**config.mk**
```make
export PLATFORM = sky130hd
export DESIGN_NAME = aux_pwm_shadow
export DESIGN_NICKNAME = d
export VERILOG_FILES = /design/src/rtl/apwm_pkg.sv /design/src/rtl/apwm_regs.sv /design/src/rtl/apwm_counter.sv /design/src/rtl/apwm_outgen.sv /design/src/rtl/aux_pwm_shadow.sv
export SDC_FILE = /design/constraint.sdc
export NUM_CORES = 1
export LEC_CHECK = 0
export BUFFER_PORTS_ARGS = -buffer_cell sky130_fd_sc_hd__buf_2
export CORE_MARGIN = 3
export CORE_UTILIZATION = 40
export CTS_BUF_LIST = sky130_fd_sc_hd__clkbuf_8
export CTS_CLUSTER_SIZE = 14
export DETAILED_ROUTE_END_ITERATION = 10
export MAX_ROUTING_LAYER = met4
export PLACE_DENSITY_LB_ADDON = 0.2
export RECOVER_POWER = 50
export SYNTH_ARGS = -nofsm -noshare
export SYNTH_HDL_FRONTEND = slang
export SYNTH_HIERARCHICAL = 1
export SYNTH_SLANG_ARGS = --single-unit
export TNS_END_PERCENT = 30
```
**constraint.sdc**
```tcl
create_clock -name clk -period 3.8 [get_ports clk]
set_input_delay 0.38 -clock clk [delete_from_list [all_inputs] [get_ports clk]]
set_output_delay 0.38 -clock clk [all_outputs]
set_load 0.01 [all_outputs]
```
**src/rtl/apwm_pkg.sv**
```systemverilog
package apwm_pkg;

    localparam int unsigned TW = 32;
    localparam int unsigned CTW = 16;

    // word indices (byte offset >> 2)
    localparam int unsigned WI_PER_LIVE  = 2;
    localparam int unsigned WI_THR_LIVE  = 3;
    localparam int unsigned WI_PER_STAGE = 4;
    localparam int unsigned WI_THR_STAGE = 5;
    localparam int unsigned WI_CTRL      = 10;

    localparam int unsigned BIT_RUN = 4;
    localparam int unsigned BIT_EN  = 9;
    localparam int unsigned BIT_INV = 10;

    typedef struct packed {
        logic run;
        logic en;
        logic inv;
    } ctl_t;

    typedef struct packed {
        logic [TW-1:0] per;
        logic [TW-1:0] thr;
    } timing_t;

    function automatic logic [31:0] lane_merge(input logic [31:0] old_v,
                                               input logic [31:0] new_v,
                                               input logic [3:0]  be);
        logic [31:0] r;
        for (int i = 0; i < 4; i++)
            r[8*i +: 8] = be[i] ? new_v[8*i +: 8] : old_v[8*i +: 8];
        return r;
    endfunction

    function automatic ctl_t decode_ctl(input logic [CTW-1:0] w);
        ctl_t c;
        c.run = w[BIT_RUN];
        c.en  = w[BIT_EN];
        c.inv = w[BIT_INV];
        return c;
    endfunction

endpackage

```
**src/rtl/apwm_regs.sv**
```systemverilog
module apwm_regs
    import apwm_pkg::*;
#(
    parameter int unsigned AW = 6
) (
    input  logic           clk,
    input  logic           rst,
    input  logic           bus_sel,
    input  logic           bus_we,
    input  logic [AW-1:0]  bus_addr,
    input  logic [3:0]     bus_be,
    input  logic [31:0]    bus_wdata,
    output logic [31:0]    bus_rdata,
    input  logic           wrap,
    output timing_t        live,
    output logic [CTW-1:0] ctl_word
);
    localparam int unsigned WIW = AW - 2;

    timing_t stage_q, live_q;
    logic [CTW-1:0] ctl_q;
    logic pend_q;

    logic [WIW-1:0] widx;
    logic wr, wr_pl, wr_tl, wr_ps, wr_ts, wr_ctl, xfer;
    logic [31:0] ctl_merged;

    assign widx   = bus_addr[AW-1:2];
    assign wr     = bus_sel && bus_we;
    assign wr_pl  = wr && (widx == WIW'(WI_PER_LIVE));
    assign wr_tl  = wr && (widx == WIW'(WI_THR_LIVE));
    assign wr_ps  = wr && (widx == WIW'(WI_PER_STAGE));
    assign wr_ts  = wr && (widx == WIW'(WI_THR_STAGE));
    assign wr_ctl = wr && (widx == WIW'(WI_CTRL));
    assign xfer   = wrap && pend_q;
    assign ctl_merged = lane_merge({ctl_q, 16'h0000}, bus_wdata, bus_be);

    always_ff @(posedge clk) begin
        if (rst) begin
            stage_q <= '0;
            live_q  <= '0;
            ctl_q   <= '0;
            pend_q  <= 1'b0;
        end else begin
            if (wr_ps) stage_q.per <= lane_merge(stage_q.per, bus_wdata, bus_be);
            if (wr_ts) stage_q.thr <= lane_merge(stage_q.thr, bus_wdata, bus_be);
            if (wr_ctl) ctl_q <= ctl_merged[31:16];
            // the wrap-time copy takes priority over a direct write in the same clock
            if (xfer) begin
                live_q <= stage_q;
            end else begin
                if (wr_pl) live_q.per <= lane_merge(live_q.per, bus_wdata, bus_be);
                if (wr_tl) live_q.thr <= lane_merge(live_q.thr, bus_wdata, bus_be);
            end
            if (wr_ps || wr_ts) pend_q <= 1'b1;
            else if (xfer)      pend_q <= 1'b0;
        end
    end

    always_comb begin
        bus_rdata = '0;
        if (bus_sel && !bus_we) begin
            if      (widx == WIW'(WI_PER_LIVE))  bus_rdata = live_q.per;
            else if (widx == WIW'(WI_THR_LIVE))  bus_rdata = live_q.thr;
            else if (widx == WIW'(WI_PER_STAGE)) bus_rdata = stage_q.per;
            else if (widx == WIW'(WI_THR_STAGE)) bus_rdata = stage_q.thr;
            else if (widx == WIW'(WI_CTRL))      bus_rdata = {ctl_q, 16'h0000};
        end
    end

    assign live     = live_q;
    assign ctl_word = ctl_q;

    AST_LIVE_HOLD: assert property (@(posedge clk) disable iff (rst)
        (!wrap && !wr_pl) |=> $stable(live_q.per)) else $error("live period moved");
    AST_XFER_LOAD: assert property (@(posedge clk) disable iff (rst)
        (wrap && pend_q) |=> (live_q == $past(stage_q))) else $error("staged copy missed");
    AST_PEND_CLR: assert property (@(posedge clk) disable iff (rst)
        (wrap && pend_q && !wr_ps && !wr_ts) |=> !pend_q) else $error("pending not consumed");
endmodule

```
**src/rtl/apwm_counter.sv**
```systemverilog
module apwm_counter
    import apwm_pkg::*;
(
    input  logic          clk,
    input  logic          rst,
    input  logic          run,
    input  logic [TW-1:0] per,
    output logic [TW-1:0] cnt,
    output logic          wrap
);
    logic [TW-1:0] cnt_q;

    // >= also recovers when the period is rewritten below the current count
    assign wrap = run && (cnt_q >= per);

    always_ff @(posedge clk) begin
        if (rst)       cnt_q <= '0;
        else if (wrap) cnt_q <= '0;
        else if (run)  cnt_q <= cnt_q + 1'b1;
    end

    assign cnt = cnt_q;

    AST_WRAP_ZERO: assert property (@(posedge clk) disable iff (rst)
        (run && cnt_q >= per) |=> (cnt_q == '0)) else $error("no wrap");
    AST_HALT_HOLD: assert property (@(posedge clk) disable iff (rst)
        !run |=> $stable(cnt_q)) else $error("counter moved while halted");
endmodule

```
**src/rtl/apwm_outgen.sv**
```systemverilog
module apwm_outgen
    import apwm_pkg::*;
(
    input  logic          clk,
    input  logic          rst,
    input  ctl_t          ctl,
    input  logic [TW-1:0] cnt,
    input  logic [TW-1:0] thr,
    output logic          pwm
);
    logic active_phase, pwm_q;

    assign active_phase = (cnt < thr);

    always_ff @(posedge clk) begin
        if (rst) pwm_q <= 1'b0;
        else     pwm_q <= ctl.en & (active_phase ^ ctl.inv);
    end

    assign pwm = pwm_q;

    AST_OFF_LOW: assert property (@(posedge clk) disable iff (rst)
        !ctl.en |=> !pwm_q) else $error("output not low when disabled");
endmodule

```
**src/rtl/aux_pwm_shadow.sv**
```systemverilog
module aux_pwm_shadow
    import apwm_pkg::*;
#(
    parameter int unsigned AW = 6
) (
    input  logic          clk,
    input  logic          rst,
    input  logic          bus_sel,
    input  logic          bus_we,
    input  logic [AW-1:0] bus_addr,
    input  logic [3:0]    bus_be,
    input  logic [31:0]   bus_wdata,
    output logic [31:0]   bus_rdata,
    output logic          pwm_out
);
    timing_t        live;
    logic [CTW-1:0] ctl_word;
    ctl_t           ctl;
    logic [TW-1:0]  cnt;
    logic           wrap;

    assign ctl = decode_ctl(ctl_word);

    apwm_regs #(.AW(AW)) u_regs (
        .clk(clk), .rst(rst),
        .bus_sel(bus_sel), .bus_we(bus_we), .bus_addr(bus_addr),
        .bus_be(bus_be), .bus_wdata(bus_wdata), .bus_rdata(bus_rdata),
        .wrap(wrap), .live(live), .ctl_word(ctl_word)
    );

    apwm_counter u_cnt (
        .clk(clk), .rst(rst), .run(ctl.run), .per(live.per),
        .cnt(cnt), .wrap(wrap)
    );

    apwm_outgen u_out (
        .clk(clk), .rst(rst), .ctl(ctl), .cnt(cnt), .thr(live.thr),
        .pwm(pwm_out)
    );
endmodule

```
# Word-level counts from Yosys, hierarchy flattened
# Cells that the tools add are included.
[totals]
reg_bits = 178
input_bits = 46
output_inout_bits = 33
word_cells = 83
[op_classes]
addsub = 1
order_cmp = 2
n_eq_ne = 5
mux = 15
n_bitwise = 2
reduce_logical = 37
[op_table]
columns = ["op", "n"]
rows = [
  ["32-bit two-way mux", 8],
  ["64-bit two-way mux", 1],
  ["2-bit AND reduction", 18],
  ["32-bit by 1-bit adder with 32-bit output, second input constant", 1],
  ["32-bit >= comparator", 1],
  ["32-bit < comparator", 1],
  ["8-bit two-way mux", 4],
  ["2-bit nonzero test", 7],
  ["1-bit logical AND", 9],
  ["4-bit by 2-bit equality test with 1-bit output, second input constant", 2],
  ["4-bit by 3-bit equality test with 1-bit output, second input constant", 2],
  ["4-bit equality test, second input constant", 1],
  ["1-bit two-way mux", 2],
  ["2-bit OR reduction", 1],
  ["1-bit AND", 1],
  ["1-bit zero test", 1],
  ["1-bit logical OR", 1],
  ["1-bit XOR", 1],
]

# Logic depth before layout (Yosys ltp)
# Gate-level depths: netlist of run 1.
[logic_depth]
word_depth = 7
depth_mapped = 14
depth_no_buf = 11

# Modules after synthesis
# Netlist of run 1, hierarchy kept.
[by_module_without_submodules]
columns = ["mod", "n_inst", "cells_each", "area_per_inst_um2"]
rows = [
  ["apwm_regs", 1, 917, 7458.4],
  ["apwm_counter", 1, 272, 2413.6],
  ["apwm_outgen", 1, 113, 834.6],
]

# Least setup slack after synthesis of run 1
# No wires, ideal clock.
[synth_timing]
path_kind = "reg2reg"
start = "register u_cnt.cnt_q[0] (netlist: u_cnt/cnt[0])"
end = "register u_regs/live[0] (netlist name)"
setup_ps = 91
t_arrival_ps = 3106
required_time_ps = 3709
slack_ps = 603
stages_incl_launch_ff = 14
path_buffers = 3
synth_period_minus_slack_ps = 3197
cell_sequence = "dfxtp_1 > inv_1 > ha_1 > nand2b_4 > a2111o_1 > a32o_1 > o41ai_2 > a21boi_2 > buf_6 > and2_1 > buf_4 > a41o_2 > buf_6 > a311oi_1"
[synth_via]
elab_chain_len = 5
word_cells_on_any_way = 7
classes_between = "order compare: 1; mux: 1; reduce/logical: 5"
[synth_lines]
columns = ["item", "line_no", "rtl"]
rows = [
  ["from (decl)", "apwm_counter.sv:11", "logic [TW-1:0] cnt_q;"],
  ["from (signal assigned)", "apwm_counter.sv:19", "else if (run) cnt_q <= cnt_q + 1'b1;"],
  ["32-bit >= comparator *", "apwm_counter.sv:14", "assign wrap = run && (cnt_q >= per);"],
  ["1-bit logical AND *", "apwm_counter.sv:14", ""],
  ["named net wrap", "aux_pwm_shadow.sv:20", "logic wrap;"],
  ["1-bit logical AND *", "apwm_regs.sv:35", "assign xfer = wrap && pend_q;"],
  ["2-bit nonzero test (no line)", "--", ""],
  ["2-bit AND reduction (no line)", "--", ""],
]
# The timed path passes the listed nets; every way through them passes the cells marked *.
# A chain may end at the register's enable or synchronous reset.

# Final worst setup path of run 1
[layout_timing]
start = "register u_cnt.cnt_q[0] (netlist: u_cnt/cnt[0])"
end = "register u_regs/live[26] (netlist name)"
[layout_via]
elab_chain_len = 5
word_cells_on_any_way = 7
classes_between = "order compare: 1; mux: 1; reduce/logical: 5"
[layout_lines]
columns = ["item", "line_no"]
rows = [
  ["32-bit >= comparator *", "apwm_counter.sv:14"],
  ["1-bit logical AND *", "apwm_counter.sv:14"],
  ["named net wrap", "aux_pwm_shadow.sv:20"],
  ["1-bit logical AND *", "apwm_regs.sv:35"],
  ["2-bit nonzero test (no line)", "--"],
  ["2-bit AND reduction (no line)", "--"],
]
# Marked as above.

==> flow_summary.toml, run 1 <==
[logic_synthesis]
syn-cell-area_um2 = 10700
yosysSeqAreaShare_pct = 33.3
synth_cell_type_count = 69
synthMuxAreaShare_pct = 2.80
synth-xor-area-share_pct = 2.37
synth_fa_ha_area_share_pct = 7.48
synth_edf_count = 0
synth-compound-area-share_pct = 23.7
synth_area_per_cell_um2 = 8.22
synth_cells = 1302
synthFlopType = "dfxtp_1"
ys_async_sr_fraction_pct = 0
synth_top_family_by_area = "compound AO/OA/AOI/OAI gates"
synth_nets = 1412
yosys.area_share.simple_pct = 22.5
ys_seq_elements = 178
yosysWarnings = 6

[routing]
drc = 0
viasPerCell = 5.68
drtPass1Iterations = 5
wl_mm = 31.7
vias = 9540
ant_nets = 0
wire_per_inst_um = 18.9
drt-initial-drc-count = 769

[placed_design]
hpwl_mm = 21.7
globalplace.congestion = 0.838
io_buffers = 76
dpl.cell_count = 1648
place_area_um2 = 11200

[min_path]
min_path_type = "primary input to flop"

[floorplanning]
dieWidth_um = 170
coreArea_um2 = 26200
die_h_um = 170
io_pins = 79
row_count = 59
start_util_pct = 40.9
die-area_um2 = 28800

[clock_tree]
clkTransAtPathRegs_ps = 100
cts_buffer_depth = 2
post_cts_resized = 0
cts.sinks = 178
cts-buffers-inserted = 17
cts_tree = "built"
post-cts-setup-buffers = 0
hold_buffers = 0
htree_levels = 4
insertion_delay_ps = 470
clock_tree.root_cell = "clkbuf_8"

[power_and_ir_drop]
p_int_mw = 2.82
p_leak_nw = 4.06
clkPwrFrac_pct = 42.5
p_per_area_nw_per_um2 = 328
total_power_mw = 3.79
p_switching_mw = 0.962
peakVddDrop_uv = 205
pwr-share-seq_pct = 49.7
sw_frac_of_total_pct = 25.4
combPwrFrac_pct = 7.8

[global_routing]
antenna_found_initial = 0
grt_start_max_net_pins = 80
grt_overflow_total = 0
grt_pass1_wl_mm = 50.2
track_usage_pct = 22.5
grt_pass1_vias = 8882

[timing]
tightest_slew_ps = 1610
fmax_ghz = 0.298
fin_tns_setup_ps = 0
final_hold_viol_count = 0
min_period_ps = 3360
slew_viol_final = 34
slew_headroom_pct = -7.22
worst_clock_skew_ps = 15.2
setup_viol = 0
rsz0062_at_grt = "no"
finalCritPeriodShare_pct = 88.5

[layout]
antenna_cells = 0
final_area_um2 = 11500
nNetsFinal = 1442
fillerInstances = 2640
drive_gt1_share_pct = 13.8
areaGrowthSynthToFinish_pct = 7.81
multi_input_area_um2 = 6210
seq_area_um2 = 3560
layoutNonFillerInstCount = 1679

[setup_path]
crit_slowest_cell = "dfxtp_1"
crit_required_ps = 4180
critPathTopFamily = "compound AO/OA/AOI/OAI gates"
arrival_ps = 3740
path_class = "flop to flop"
end_kind = "flop"
cp_num_buf_inv = 2
crit_path_max_incr_delay_ps = 450
worst_setup_path_start_kind = "flop"
crit_path_max_fanout = 16
crit_chain = "inv_1, ha_1, nand2b_1, a2111o_1, a32o_1, o41ai_2, clkbuf_1, a21boi_4, and2_2, a41o_2, a311oi_1"

[outcome]
violations = "max-capacitance violations, max-slew violations"
status = "finished with violations"

[job]
max_cap_violations = 1
-- cell usage after synthesis, drive strengths merged, types with 3 or more instances --
master   number  area (um2)
dfxtp       178        3560
nand2       165         619
a21oi       130         651
o21ai       118         591
nor2        114         531
inv          79         297
a311oi       64         648
ha           64         801
clkbuf       46         173
buf          44         365
nor3         37         335
mux2i        30         300
nand4        30         219
xor2         25         219
nand3        19        95.1
or2          17         106
a22oi        16         120
a2bb2oi      14         123
nand2b       14        95.1
nand3b       14         105
o22ai        14        87.6
and2          7        43.8
a21o          6        45.0
and3          6        38.8
a31o          4        70.1
a41o          4        45.0
and4          4        35.0
xnor2         4        35.0
a21boi        3        26.3
nor2b         3        26.3
nor3b         3        43.8
-- final timing paths --
check,from,end,slack (ps),depth (start not counted)
setup / recovery,u_cnt/cnt[0],u_regs/live[26],440,11
hold / removal,bus_wdata[14],u_regs/stage_q[46],170,3
setup reg to reg,u_cnt/cnt[0],u_regs/live[26],440,11
hold reg to reg,u_regs/stage_q[46],u_regs/stage_q[46],500,2
-- power by group through the flow --
stage | clock network, mW | logic (mW) | registers [mW]
final | 1.61 | 0.296 | 1.88
after global routing | 1.72 | 0.322 | 1.88
after CTS | 1.65 | 0.302 | 1.88
after detailed placement | 0 | 0.301 | 1.92
after global placement | 0 | 0.302 | 1.92
after floorplan | 0 | 0.192 | 1.92
-- logic make-up (layout without fill, tap and decap cells) --
| group | count (synthesis) | in the layout |
|---|---|---|
| xor gates and xnor gates | 29 | 29 |
| DFF | 178 | 178 |
| adders and majority gates | 64 | 64 |
| and+or+nand+nor | 446 | 446 |
| buffers and inverters | 169 | 211 |
| AOI/OAI and AO/OA | 386 | 386 |
| muxes | 30 | 30 |
-- tightest hold or removal path: stages --
cell	delay [ps]
buf_2	110
nand2_1	50
a21oi_1	50
-- layer usage --
layer	track usage, %	up-vias	wire [um]
met5	-	-	0
met4	5.12	0	344
met3	2.73	22	1530
met2	33.0	261	14000
met1	33.0	4544	15800
li1	-	4713	-
-- flip-flops by register name, indices dropped and copies added, names as in the netlist --
| register | cells |
|---|---|
| u_regs/ctl_word | 16 |
| u_regs/pend_q | 1 |
| u_regs/live | 64 |
| u_out/pwm | 1 |
| u_cnt/cnt | 32 |
| u_regs/stage_q | 64 |
-- final cells by class --
cell class                 instances  area share, %
timing repair buffer             101           4.90
sequential                       178           30.9
tap                              335           3.63
clock inverter                    14           2.18
inverter                          79           2.57
multi-input combinational        955           53.8
clock buffer                      17           2.03
-- cells in the final DEF, fill, tap and decap left out, types with 16 or more instances in the layout --
cell type,synthesis,final
nand3_1,19,19
a22oi_1,16,16
inv_1,79,79
mux2i_1,30,30
clkbuf_8,0,17
dfxtp_1,178,178
a311oi_1,50,50
nand2_1,165,165
clkbuf_1,46,21
ha_1,64,64
buf_4,11,20
nand4_1,25,27
a21oi_1,130,130
nor3_2,30,30
o21ai_1,54,54
buf_2,13,57
nor2_1,105,113
xor2_1,25,25
o21ai_0,64,64
-- metrics by stage --
step,worst slack (ps),util [%],hold slack (ps)
finish,439,44.0,167
floorplan,603,-,438
detailed placement,593,42.8,484
global placement,642,42.8,473
CTS,577,44.6,133
global route,264,44.0,145
Note: power is estimated with default switching activity, not from simulation.
==> run 2, diff against run 1 <==
--- a/config.mk
+++ b/config.mk
@@ -8,7 +8,7 @@
 export BUFFER_PORTS_ARGS = -buffer_cell sky130_fd_sc_hd__buf_2
 export CORE_MARGIN = 3
 export CORE_UTILIZATION = 40
-export CTS_BUF_LIST = sky130_fd_sc_hd__clkbuf_8
+export CTS_BUF_LIST = sky130_fd_sc_hd__clkbuf_4 sky130_fd_sc_hd__clkbuf_8 sky130_fd_sc_hd__clkbuf_16
 export CTS_CLUSTER_SIZE = 14
 export DETAILED_ROUTE_END_ITERATION = 10
 export MAX_ROUTING_LAYER = met4
==> constraint.sdc (replaced) <==
create_clock -name clk -period 2.9 [get_ports clk]
set_input_delay 0.29 -clock clk [delete_from_list [all_inputs] [get_ports clk]]
set_output_delay 0.29 -clock clk [all_outputs]
set_load 0.01 [all_outputs]
==> run 2 against run 1 <==
Against the previous run: the flow now finishes without violations; register-to-register slack worse by 300 ps; largest power group is now the clock network; clock skew shrank 1.0 ps; largest cell class unchanged; cell area is 6.0% higher; hold slack worse by 54 ps.
==> flow_summary.toml, run 2 (synthesized netlist as in run 1, its figures left out) <==
[outcome]
status = "complete, no violations"

[setup_path]
crit_path_max_fanout = 10
crit_path_max_incr_delay_ps = 380
crit_required_ps = 3250
crit_path_frequent_cell = "buf_4"
arrival_ps = 3110
crit_chain = "inv_1, ha_1, nand4_1, nor4_4, buf_4, o41ai_4, a21boi_4, and2_4, buf_4, nand2_1, a311oi_2"
crit_slowest_cell = "dfxtp_2"
end_kind = "flop"
path_class = "flop to flop"
worst_setup_path_start_kind = "flop"

[floorplanning]
die-area_um2 = 28800
io_pins = 79
row_count = 59
die_h_um = 170
dieWidth_um = 170
coreArea_um2 = 26200
start_util_pct = 40.9

[routing]
drc = 0
viasPerCell = 5.80
drtPass1Iterations = 5
ant_nets = 0
wl_mm = 33.9
vias = 9955
wire_per_inst_um = 19.7
drt-initial-drc-count = 778

[timing]
slew_viol_final = 0
finalCritPeriodShare_pct = 95.2
min_period_ps = 2760
worst_clock_skew_ps = 14.2
final_hold_viol_count = 0
fmax_ghz = 0.362
hold_ws_ps = 113
setup_viol = 0
slew_headroom_pct = 29.1
tightest_slew_ps = 1060
fin_ws_ps = 139

[layout]
layoutNonFillerInstCount = 1716
areaGrowthSynthToFinish_pct = 14.3
antenna_cells = 0
final_common_cell = "dfxtp_1"
final_cell_mix = "174 x dfxtp_1, 165 x nand2_1, 130 x a21oi_1"
fillerInstances = 2571
seq_area_um2 = 3570
nNetsFinal = 1479
multi_input_area_um2 = 6460
drive_gt1_share_pct = 18.3

[clock_tree]
hold_buffers = 0
cts_buffer_depth = 2
clock_tree.root_cell = "clkbuf_16"
cts.sinks = 178
cts_tree = "built"
clkTransAtPathRegs_ps = 70
cts-buffers-inserted = 17
insertion_delay_ps = 440
htree_levels = 4

[placed_design]
pre_cts_slack_ps = -50.4
globalplace.congestion = 0.877
io_buffers = 76
hpwl_mm = 22.3
dpl.cell_count = 1678

[power_and_ir_drop]
p_per_area_nw_per_um2 = 443
p_leak_nw = 4.51
peakVddDrop_uv = 317

[global_routing]
antenna_found_initial = 0
grt_pass1_vias = 9464
track_usage_pct = 22.9
grt_overflow_total = 0
grt_start_max_net_pins = 85
grt_pass1_wl_mm = 51.5

[min_path]
min_path_type = "primary input to flop"

[job]
max_cap_violations = 0
run 2: changes by cell type in the layout (fill, tap and decap cells not counted), moves of 4 or more:
cell	change
clkbuf_8	-17
o21ai_0	+8
clkbuf_1	-17
dfxtp_1	-4
buf_4	+19
a41o_2	-4
nor2_1	-4
clkbuf_2	+6
o21ai_1	-8
buf_2	+17
a41o_4	+6
clkbuf_16	+17
run 2: metrics by stage:
step	TNS, ps	utilization [%]	instance area [um2]	total power, mW
after CTS	0	46.5	12200	5.46
after global placement	0	44.0	11500	2.93
after floorplan	-3030	-	10800	2.77
after detailed placement	-252	44.0	11500	2.93
final	0	46.7	12200	5.42
after global routing	-105	46.7	12200	5.60
run 2: final timing paths:
path / start / endpoint / slack (ps) / cells past startpoint
setup / recovery: u_regs/live[62] / u_regs/live[22] / 140 / 11
hold / removal: bus_wdata[11] / u_regs/stage_q[43] / 110 / 3
setup reg to reg: u_regs/live[62] / u_regs/live[22] / 140 / 11
hold reg to reg: u_regs/ctl_word[9] / u_out/pwm / 480 / 2
run 2: timing repair:
action / 4_1_cts / 5_1_grt
gates cloned: 0 / 6
gates resized for setup: 1 / 16
setup endpoints to repair: 20 / 64
setup buffers: 0 / 1
pin swaps: 0 / 7
run 2: critical path: cells and delay by family, from the launching register on:
kind | cells | cell delay, ps
and+or+nand+nor | 4 | 980
adders and majority gates | 1 | 310
DFF | 1 | 380
AOI/OAI and AO/OA | 3 | 550
buffers and inverters | 3 | 440
run 2: layer usage:
layer | routed length [um] | global-route usage, % | vias to the layer above
met5 | 0 | - | -
met4 | 583 | 6.33 | 0
met3 | 2240 | 3.35 | 44
met2 | 14900 | 33.9 | 333
met1 | 16100 | 32.5 | 4774
li1 | - | - | 4804
run 2: final cells by class:
class / instances / area share, %
Clock buffer: 18 / 3.54
Clock inverter: 13 / 1.63
Inverter: 79 / 2.42
Multi-Input combinational cell: 961 / 52.8
Sequential cell: 178 / 29.2
Tap cell: 335 / 3.43
Timing Repair Buffer: 132 / 6.97
run 2: report_power, final:
| part | internal, mW | total, mW | leakage, nW | switching (mW) |
|---|---|---|---|---|
| Sequential | 2.45 | 2.46 | 1.44 | 0.0101 |
| Clock | 1.47 | 2.53 | 0.303 | 1.06 |
| Combinational | 0.138 | 0.429 | 2.77 | 0.291 |
| Total | 4.06 | 5.42 | 4.51 | 1.36 |
==> run 3, diff against run 2 <==
==> constraint.sdc (replaced) <==
create_clock -name clk -period 2.65 [get_ports clk]
set_input_delay 0.265 -clock clk [delete_from_list [all_inputs] [get_ports clk]]
set_output_delay 0.265 -clock clk [all_outputs]
set_load 0.01 [all_outputs]
==> run 3 against run 2 <==
Against the previous run: critical endpoint is now u_regs/live[54]; final cell count up 2.8%; non-clock buffer count up 50; global-route usage is 0.69 points higher; the flow now finishes with violations (negative setup slack); largest power group is now registers; register-to-register slack got worse by 370 ps; flip-flop and latch count unchanged; first-iteration DRC count is 3.0% higher; clock-buffer cell count is the same.
==> flow_summary.toml, run 3 (synthesized netlist as in run 1, its figures left out) <==
[timing]
min_period_ps = 2880
fmax_ghz = 0.347
slew_viol_final = 0
final_hold_viol_count = 0
setup_viol = 64
rsz0062_at_grt = "yes"
fin_ws_ps = -231
slew_headroom_pct = 38.8
worst_clock_skew_ps = 15.5
finalCritPeriodShare_pct = 109
fin_tns_setup_ps = -9420
tightest_slew_ps = 916

[layout]
nNetsFinal = 1527
layoutNonFillerInstCount = 1764
areaGrowthSynthToFinish_pct = 18.9
fillerInstances = 2543
final_common_cell = "dfxtp_1"
drive_gt1_share_pct = 24.8
seq_area_um2 = 3580
multi_input_area_um2 = 6590
fin_util_pct = 48.6
final_cell_mix = "167 x dfxtp_1, 164 x nand2_1, 130 x a21oi_1"
antenna_cells = 0

[routing]
viasPerCell = 5.71
drtPass1Iterations = 5
vias = 10100
ant_nets = 0
drc = 0
drt-initial-drc-count = 801
wire_per_inst_um = 19.2
wl_mm = 33.9

[placed_design]
hpwl_mm = 22.9
io_buffers = 76
globalplace.congestion = 0.856
pre_cts_slack_ps = -247
dpl.cell_count = 1717

[setup_path]
path_class = "flop to flop"
cp.depth = 12
worst_setup_path_start_kind = "flop"
arrival_ps = 3180
crit_required_ps = 2950
end_kind = "flop"
crit_path_max_incr_delay_ps = 390
crit_chain = "inv_4, ha_4, nand2b_4, a2111o_1, a32o_2, o41ai_4, a21boi_4, and2_4, a31o_4, buf_4, nor2_2, a311oi_2"
critPathTopFamily = "compound AO/OA/AOI/OAI gates"
crit_slowest_cell = "o41ai_4"
rr_worst_depth = 12
crit_path_max_fanout = 16
cp_num_buf_inv = 2

[clock_tree]
cts.sinks = 178
cts_buffer_depth = 2
clock_tree.root_cell = "clkbuf_16"
htree_levels = 4
cts-buffers-inserted = 17
cts_tree = "built"
insertion_delay_ps = 440
clkTransAtPathRegs_ps = 70

[global_routing]
grt_pass1_vias = 9555
antenna_found_initial = 0
track_usage_pct = 23.6
grt_start_max_net_pins = 69
grt_overflow_total = 0
grt_pass1_wl_mm = 52.7

[power_and_ir_drop]
peakVddDrop_uv = 319
p_leak_nw = 4.73
p_per_area_nw_per_um2 = 452

[floorplanning]
coreArea_um2 = 26200
start_util_pct = 40.9
die_h_um = 170
row_count = 59
die-area_um2 = 28800
io_pins = 79
dieWidth_um = 170

[job]
max_cap_violations = 0

[outcome]
status = "finished with violations"
violations = "negative setup slack"

[min_path]
min_path_cells = 3
min_path_type = "primary input to flop"
[run 3: cell types whose count changed in the layout (fill, tap and decap cells not counted), sizes merged]
| cell | before | now |
|---|---|---|
| a41o | 6 | 5 |
| clkbuf | 28 | 24 |
| clkinvlp | 2 | 3 |
| clkinv | 2 | 3 |
| bufinv | 4 | 2 |
| buf | 122 | 176 |
| and2 | 9 | 8 |
[run 3: per-stage QoR]
stage | instance area (um2) | hold WS, ps | power, mW
2_1_floorplan | 10800 | 335 | 3.04
3_3_place_gp | 11800 | 478 | 3.21
3_5_place_dp | 11800 | 483 | 3.21
4_1_cts | 12500 | 66.1 | 5.78
5_1_grt | 12700 | 87.0 | 5.94
6_report | 12700 | 86.1 | 5.75
[run 3: cell type report]
| cell class | count | area share [%] |
|---|---|---|
| Multi-Input combinational cell | 959 | 51.7 |
| Sequential cell | 178 | 28.1 |
| Clock buffer | 18 | 3.40 |
| Tap cell | 335 | 3.29 |
| Timing Repair Buffer | 182 | 9.92 |
| Clock inverter | 13 | 1.19 |
| Inverter | 79 | 2.35 |
[run 3: worst reg2reg max path: stages, from the launching register on]
cell and delay (ps):
dfxtp_4 360, inv_4 40, ha_4 190, nand2b_4 130, a2111o_1 380, a32o_2 270, o41ai_4 390, a21boi_4 130
and2_4 260, a31o_4 310, buf_4 160, nor2_2 80, a311oi_2 50
[run 3: timing repair]
| item | CTS | global route |
|---|---|---|
| pin swaps | 3 | 9 |
| hold buffers | 0 | 0 |
| endpoints found under the setup margin | 64 | 64 |
| setup buffers | 2 | 8 |
| hold endpoints to repair | 0 | 0 |
| resized for setup | 10 | 57 |
| gates cloned | 2 | 4 |
[run 3: path summary, 6_finish.rpt]
kind / from / to / slack [ps]
hold / removal: bus_wdata[11] / u_regs/stage_q[43] / 90
setup reg to reg: u_cnt/cnt[0] / u_regs/live[54] / -230
hold reg to reg: u_regs/stage_q[0] / u_regs/stage_q[0] / 490
setup / recovery: u_cnt/cnt[0] / u_regs/live[54] / -230
[run 3: where the power goes]
part,internal (mW),switching [mW]
registers,2.68,0.0102
logic,0.160,0.318
clock network,1.41,1.17
total,4.26,1.49
[run 3: per-layer routing]
metal  vias up  wire [um]  part of all wire, %  track usage (%)
met1      4817      16000                   47             33.7
met4         0        624                  1.8             6.29
met5         -          0                    0                -
li1       4890          -                    -                -
met3        47       2070                  6.1             2.89
met2       323      15200                   45             35.1
